## src/rtl/rxhalf_pkg.sv

```systemverilog
package rxhalf_pkg;

  // Strobes the control sends to the storage datapath each cycle
  typedef struct packed {
    logic push;       // append a word at the tail
    logic overwrite;  // replace the newest stored word
    logic loadLow;    // drive lower half of the head word onto the bus
    logic loadHigh;   // drive upper half of the head word onto the bus
  } fifoStrobes_t;

endpackage

```

## src/rtl/rxhalf_ctrl.sv

```systemverilog
module rxhalf_ctrl
  import rxhalf_pkg::*;
#(
  parameter int DEPTH     = 32,
  parameter int HALF_MARK = DEPTH / 2,
  localparam int AW       = $clog2(DEPTH),
  localparam int CW       = AW + 1
) (
  input  logic          clk,
  input  logic          rstN,
  input  logic          wordValid,
  input  logic          rdEn,
  input  logic          halfSel,
  output fifoStrobes_t  strobes,
  output logic [AW-1:0] wrAddr,
  output logic [AW-1:0] rdAddr,
  output logic          readyN,
  output logic          halfFullN,
  output logic          fullN
);

  logic [CW-1:0] count;
  logic [CW-1:0] nextCount;
  logic [AW-1:0] wrPtr;
  logic [AW-1:0] rdPtr;
  logic          isEmpty;
  logic          isFull;
  logic          popWord;

  assign isEmpty = (count == '0);
  assign isFull  = (count == CW'(DEPTH));

  // An upper-half read is the only thing that retires a word
  assign popWord = rdEn && halfSel && !isEmpty;

  always_comb begin
    strobes           = '0;
    strobes.loadLow   = rdEn && !halfSel && !isEmpty;
    strobes.loadHigh  = popWord;
    // A freed slot at this edge lets a full buffer accept a normal append
    strobes.push      = wordValid && (!isFull || popWord);
    strobes.overwrite = wordValid && isFull && !popWord;
  end

  assign wrAddr = strobes.overwrite ? (wrPtr - AW'(1)) : wrPtr;
  assign rdAddr = rdPtr;

  always_comb begin
    nextCount = count;
    if (strobes.push && !popWord)
      nextCount = count + CW'(1);
    else if (!strobes.push && popWord)
      nextCount = count - CW'(1);
  end

  always_ff @(posedge clk or negedge rstN) begin
    if (!rstN) begin
      count     <= '0;
      wrPtr     <= '0;
      rdPtr     <= '0;
      readyN    <= 1'b1;
      halfFullN <= 1'b1;
      fullN     <= 1'b1;
    end else begin
      count <= nextCount;
      if (strobes.push)
        wrPtr <= wrPtr + AW'(1);
      if (popWord)
        rdPtr <= rdPtr + AW'(1);
      readyN    <= (nextCount == '0);
      halfFullN <= !(nextCount >= CW'(HALF_MARK));
      fullN     <= !(nextCount == CW'(DEPTH));
    end
  end

  AST_NO_OVERFLOW: assert property (@(posedge clk) disable iff (!rstN)
    count <= CW'(DEPTH)) else $error("count above depth");

  AST_FULL_OVERWRITE: assert property (@(posedge clk) disable iff (!rstN)
    (wordValid && isFull && !(rdEn && halfSel)) |=> (isFull && !fullN && $stable(wrPtr)))
    else $error("overwrite changed count");

  AST_LOW_NO_POP: assert property (@(posedge clk) disable iff (!rstN)
    (rdEn && !halfSel && !wordValid) |=> ($stable(count) && $stable(rdPtr)))
    else $error("lower-half read popped");

  AST_EMPTY_READ: assert property (@(posedge clk) disable iff (!rstN)
    (rdEn && isEmpty && !wordValid) |=> (isEmpty && readyN && $stable(rdPtr)))
    else $error("empty read changed state");

  AST_READY_TRACKS: assert property (@(posedge clk) disable iff (!rstN)
    (popWord && !wordValid && count == CW'(1)) |=> (readyN && isEmpty))
    else $error("ready not released on last pop");

  AST_FULL_SWAP: assert property (@(posedge clk) disable iff (!rstN)
    (wordValid && isFull && popWord) |=> (isFull && !fullN && $changed(rdPtr)))
    else $error("arrival with pop at full mishandled");

endmodule

```

## src/rtl/rxhalf_store.sv

```systemverilog
module rxhalf_store
  import rxhalf_pkg::*;
#(
  parameter int DEPTH    = 32,
  parameter int WORD_W   = 32,
  localparam int AW      = $clog2(DEPTH),
  localparam int HALF_W  = WORD_W / 2
) (
  input  logic              clk,
  input  logic              rstN,
  input  fifoStrobes_t      strobes,
  input  logic [AW-1:0]     wrAddr,
  input  logic [AW-1:0]     rdAddr,
  input  logic [WORD_W-1:0] wordIn,
  output logic [HALF_W-1:0] rdData
);

  logic [WORD_W-1:0] slots [DEPTH];
  logic [WORD_W-1:0] headWord;

  assign headWord = slots[rdAddr];

  always_ff @(posedge clk) begin
    if (strobes.push || strobes.overwrite)
      slots[wrAddr] <= wordIn;
  end

  always_ff @(posedge clk or negedge rstN) begin
    if (!rstN)
      rdData <= '0;
    else if (strobes.loadLow)
      rdData <= headWord[HALF_W-1:0];
    else if (strobes.loadHigh)
      rdData <= headWord[WORD_W-1:HALF_W];
  end

  AST_ONE_HALF: assert property (@(posedge clk) disable iff (!rstN)
    !(strobes.loadLow && strobes.loadHigh)) else $error("two halves at once");

  AST_ONE_WRITE: assert property (@(posedge clk) disable iff (!rstN)
    !(strobes.push && strobes.overwrite)) else $error("push and overwrite together");

endmodule

```

## src/rtl/rxhalf_buffer.sv

```systemverilog
module rxhalf_buffer
  import rxhalf_pkg::*;
#(
  parameter int DEPTH     = 32,
  parameter int WORD_W    = 32,
  parameter int HALF_MARK = DEPTH / 2,
  localparam int AW       = $clog2(DEPTH),
  localparam int HALF_W   = WORD_W / 2
) (
  input  logic              clk,
  input  logic              rstN,
  input  logic              wordValid,
  input  logic [WORD_W-1:0] wordIn,
  input  logic              rdEn,
  input  logic              halfSel,
  output logic [HALF_W-1:0] rdData,
  output logic              readyN,
  output logic              halfFullN,
  output logic              fullN
);

  fifoStrobes_t  strobes;
  logic [AW-1:0] wrAddr;
  logic [AW-1:0] rdAddr;

  rxhalf_ctrl #(.DEPTH(DEPTH), .HALF_MARK(HALF_MARK)) ctrlInst (
    .clk       (clk),
    .rstN      (rstN),
    .wordValid (wordValid),
    .rdEn      (rdEn),
    .halfSel   (halfSel),
    .strobes   (strobes),
    .wrAddr    (wrAddr),
    .rdAddr    (rdAddr),
    .readyN    (readyN),
    .halfFullN (halfFullN),
    .fullN     (fullN)
  );

  rxhalf_store #(.DEPTH(DEPTH), .WORD_W(WORD_W)) storeInst (
    .clk     (clk),
    .rstN    (rstN),
    .strobes (strobes),
    .wrAddr  (wrAddr),
    .rdAddr  (rdAddr),
    .wordIn  (wordIn),
    .rdData  (rdData)
  );

  AST_IDLE_BUS: assert property (@(posedge clk) disable iff (!rstN)
    !rdEn |=> $stable(rdData)) else $error("bus moved without read");

  AST_FLAG_ORDER: assert property (@(posedge clk) disable iff (!rstN)
    (!fullN |-> !halfFullN) and (!halfFullN |-> !readyN))
    else $error("flag ordering broken");

endmodule

```

## config.mk

```make
export PLATFORM = sky130hd
export DESIGN_NAME = rxhalf_buffer
export DESIGN_NICKNAME = d
export VERILOG_FILES = /design/src/rtl/rxhalf_pkg.sv /design/src/rtl/rxhalf_ctrl.sv /design/src/rtl/rxhalf_store.sv /design/src/rtl/rxhalf_buffer.sv
export SDC_FILE = /design/constraint.sdc
export NUM_CORES = 1
export LEC_CHECK = 0
export BUFFER_PORTS_ARGS = -buffer_cell sky130_fd_sc_hd__buf_2
export CAP_MARGIN = 0
export CORE_UTILIZATION = 35
export CTS_BUF_LIST = sky130_fd_sc_hd__clkbuf_4
export DETAILED_ROUTE_END_ITERATION = 10
export SETUP_SLACK_MARGIN = 0.4
export SLEW_MARGIN = 20
export SYNTH_ARGS = -nofsm -noshare
export SYNTH_HDL_FRONTEND = slang
export SYNTH_HIERARCHICAL = 1
export SYNTH_SLANG_ARGS = --single-unit
```

## constraint.sdc

```tcl
create_clock -name clk -period 5.4 [get_ports clk]
set_input_delay 1.08 -clock clk [delete_from_list [all_inputs] [get_ports clk]]
set_output_delay 1.08 -clock clk [all_outputs]
set_load 0.01 [all_outputs]
```

==> flow_summary.toml <==
[detailed_routing]
drc = 0
wl_mm = 108
ant_nets = 0
drt-met1-wl_mm = 44.8
wl_per_cell_microns = 27.8
met2_length_mm = 52.6
vias = 21200
initialDrtViolationCount = 2170
met3_length_mm = 8.14
viasPerCell = 5.45
drtPass1Iterations = 6
top_layer = "met4"

[final_layout]
area_growth_pct = 13.8
fin_nets = 2225
drive_above_1_share = 0.353
fillers = 10300
final_cells = 3884
final_area_sq_mm = 0.0467
fin_util = 0.402

[worst_setup_path]
cp_top_family = "simple AND/OR/NAND/NOR gates"
endpoint = "storeInst/slots[17][26]"
r2r_cells = 9
r2r_end = "storeInst/slots[17][26]"
crit_chain = "inv_1, ha_1, nor4b_4, nand4_1, nor4b_1, xor2_1, or3b_2, nor2_4, buf_4"
worst_ep_arrival_time_ns = 5.50
cp-startpoint = "ctrlInst/count[1]"
crit_slowest_cell = "or3b_2"
crit_fanout = 20
cp.required_ns = 6.21
reg2reg_slack_ns = 0.71
cpPeakStageDelay_ns = 0.63
crit_cells = 9
path_class = "reg2reg"
startpoint_type = "flop"
worstReg2RegStart = "ctrlInst/count[1]"
worst-path-buf-inv = 2
cp-end-kind = "flop"

[die]
start_util = 0.353
die-area_sq_mm = 0.119
die_height_microns = 344
die_w_microns = 344
ioPinCount = 56
coreArea_sq_mm = 0.116
rows = 125

[timing]
finalSetupViolations = 0
worst_clock_skew_ns = 0.0996
timing.slew.headroom = 0.211
fin_crit_ns = 4.69
maxSlewViolCount = 0
hold_viol = 0
fmax_mhz = 213
finalCritPeriodShare = 0.868
worst_slack_ns = 0.711
worst-slew-pin-transition_ns = 1.18
rsz0062_at_grt = "no"
setup-tns-final_ns = 0

[yosys]
netlist_instances = 1872
synth_top_area_cell = "edfxtp_1"
synth_common_cells = "edfxtp_1 (1024), mux4_2 (209), mux2i_1 (80)"
yosysWarnings = 6
async_flop_share = 0.0331
synth_top_area_share = 0.749
ys.flop_type = "edfxtp_1"
syn_nets = 1915
synth_cell_types = 62
netlist_top_cells_area = "edfxtp_1 (75%), mux4_2 (11%), dfrtp_1 (2.0%)"
synth_most_common_cell = "edfxtp_1"
syn-cell-area_sq_mm = 0.0411
ys_seq_area_frac = 0.770
ys_ff_latch = 1059
avgSynthCellArea_sq_um = 21.9
synth_edf_count = 1024

[global_route]
globalRouteOverflowTotal = 0
grt_pass1_vias = 21900
grt_max_degree = 78
grt_pass1_wl_mm = 155
antenna_found_initial = 8
grt_usage = 0.184

[clock_tree]
cts_tree = "done"
h-tree-depth = 5
cts_resized = 0
numCtsBuffers = 287
clock-sinks = 1059
path_clk_slew_ns = 0.07
cts_buffer_depth = 4
insertion_delay_ns = 1.21
cts_root_buffer = "clkbuf_4"
cts_setup_buffers = 0

[place]
placed_area_sq_mm = 0.0433
pre_cts_ws_ns = 0.683
dp.cells = 3416
port_buffers = 55
dp_hpwl_mm = 65.4
gp_congestion = 0.868

[status]
outcome = "complete, no violations"

[hold_path]
hold_depth = 1
hold_path_class = "in2reg"

[run]
cap_violations = 0

[power]
peakVddDrop_mv = 0.306
p_per_area_mw_per_mm2 = 504
leakage_nw = 15.1
-- logic make-up (layout without fill, tap and decap cells) --
logic type,count (synthesis),in the layout,synth area share
DFF,1059,1059,0.770
muxes,306,306,0.145
AOI/OAI and AO/OA,246,246,0.0438
and+or+nand+nor,126,126,0.0162
buffers and inverters,115,593,0.0201
xor gates and xnor gates,14,14,0.00299
adders and majority gates,6,6,0.00183
other,0,10,0
-- final cells by class --
| class | instances | area [sq um] | share of cell area |
|---|---|---|---|
| Tap cell | 1524 | 1910 | 0.0408 |
| Clock inverter | 54 | 323 | 0.00691 |
| Antenna cell | 10 | 25.0 | 0.000536 |
| Multi-Input combinational cell | 698 | 8850 | 0.190 |
| Sequential cell | 1059 | 31600 | 0.677 |
| Clock buffer | 403 | 3030 | 0.0647 |
| Timing Repair Buffer | 130 | 928 | 0.0199 |
| Inverter | 6 | 22.5 | 0.000482 |
-- sequential cells by signal, indices dropped and copies added, names as in the netlist --
name                count
ctrlInst/count          6
ctrlInst/readyN         1
storeInst/rdData       16
ctrlInst/fullN          1
storeInst/slots      1024
ctrlInst/rdAddr         5
ctrlInst/halfFullN      1
ctrlInst/wrPtr          5
-- layout by cell type (no fill, tap or decap), drive strengths merged, types with 5 or more instances in the layout --
cell     synthesis  layout
diode            0      10
nand2           34      34
nand3b           6       6
mux4           224     224
o21ai           21      21
inv              6      11
clkbuf          22     403
edfxtp        1024    1024
a211o           16      16
xnor2           11      11
o22ai           33      33
dfrtp           32      32
nand3            5       5
a21oi           51      51
o211ai          18      18
a211oi          18      18
a22o            16      16
nor2            42      42
buf             87     129
nand4            6       6
a2111oi         16      16
ha               6       6
clkinv           0      45
mux2i           81      81
a22oi           49      49
-- worst reg2reg max path, cell delays in order, from the launching register on --
cell     delay (ns)
dfrtp_1        0.44
inv_1          0.19
ha_1           0.22
nor4b_4        0.38
nand4_1        0.54
nor4b_1        0.55
xor2_1         0.49
or3b_2         0.63
nor2_4         0.48
buf_4          0.41
-- metal layers --
layer  global-route usage  vias up
met1                0.250    11300
met2                0.291      946
met5                    0        -
li1                     -     8751
met4               0.0668        0
met3               0.0396      153
-- report_power, final --
part           switching (W)  internal, W
Sequential          0.000473      0.00971
Clock                0.00311      0.00360
Combinational        0.00408      0.00260
Total                0.00766       0.0159
-- what timing repair did --
item                       CTS  global route
hold buffers                 1             0
setup endpoints to repair    0             0
hold endpoints to repair    32             0
-- metrics by stage --
step / power, W / hold slack [ns]
floorplan: 0.0146 / 0.462
detailed placement: 0.0170 / 0.497
global placement: 0.0170 / 0.512
global route: 0.0245 / 0.487
CTS: 0.0238 / 0.366
finish: 0.0236 / 0.480
-- worst min path at each step --
stage | startpoint | end | slack, ns
detailed placement | ctrlInst/wrPtr[4] | ctrlInst/wrPtr[4] | 0.50
CTS | wordIn[19] | storeInst/slots[17][19] | 0.37
finish | wordIn[31] | storeInst/slots[12][31] | 0.48
global placement | ctrlInst/wrPtr[4] | ctrlInst/wrPtr[4] | 0.51
floorplan | ctrlInst/rdAddr[3] | ctrlInst/rdAddr[3] | 0.46
global route | wordIn[31] | storeInst/slots[10][31] | 0.49
No activity file was read; power rests on OpenSTA's default activity.
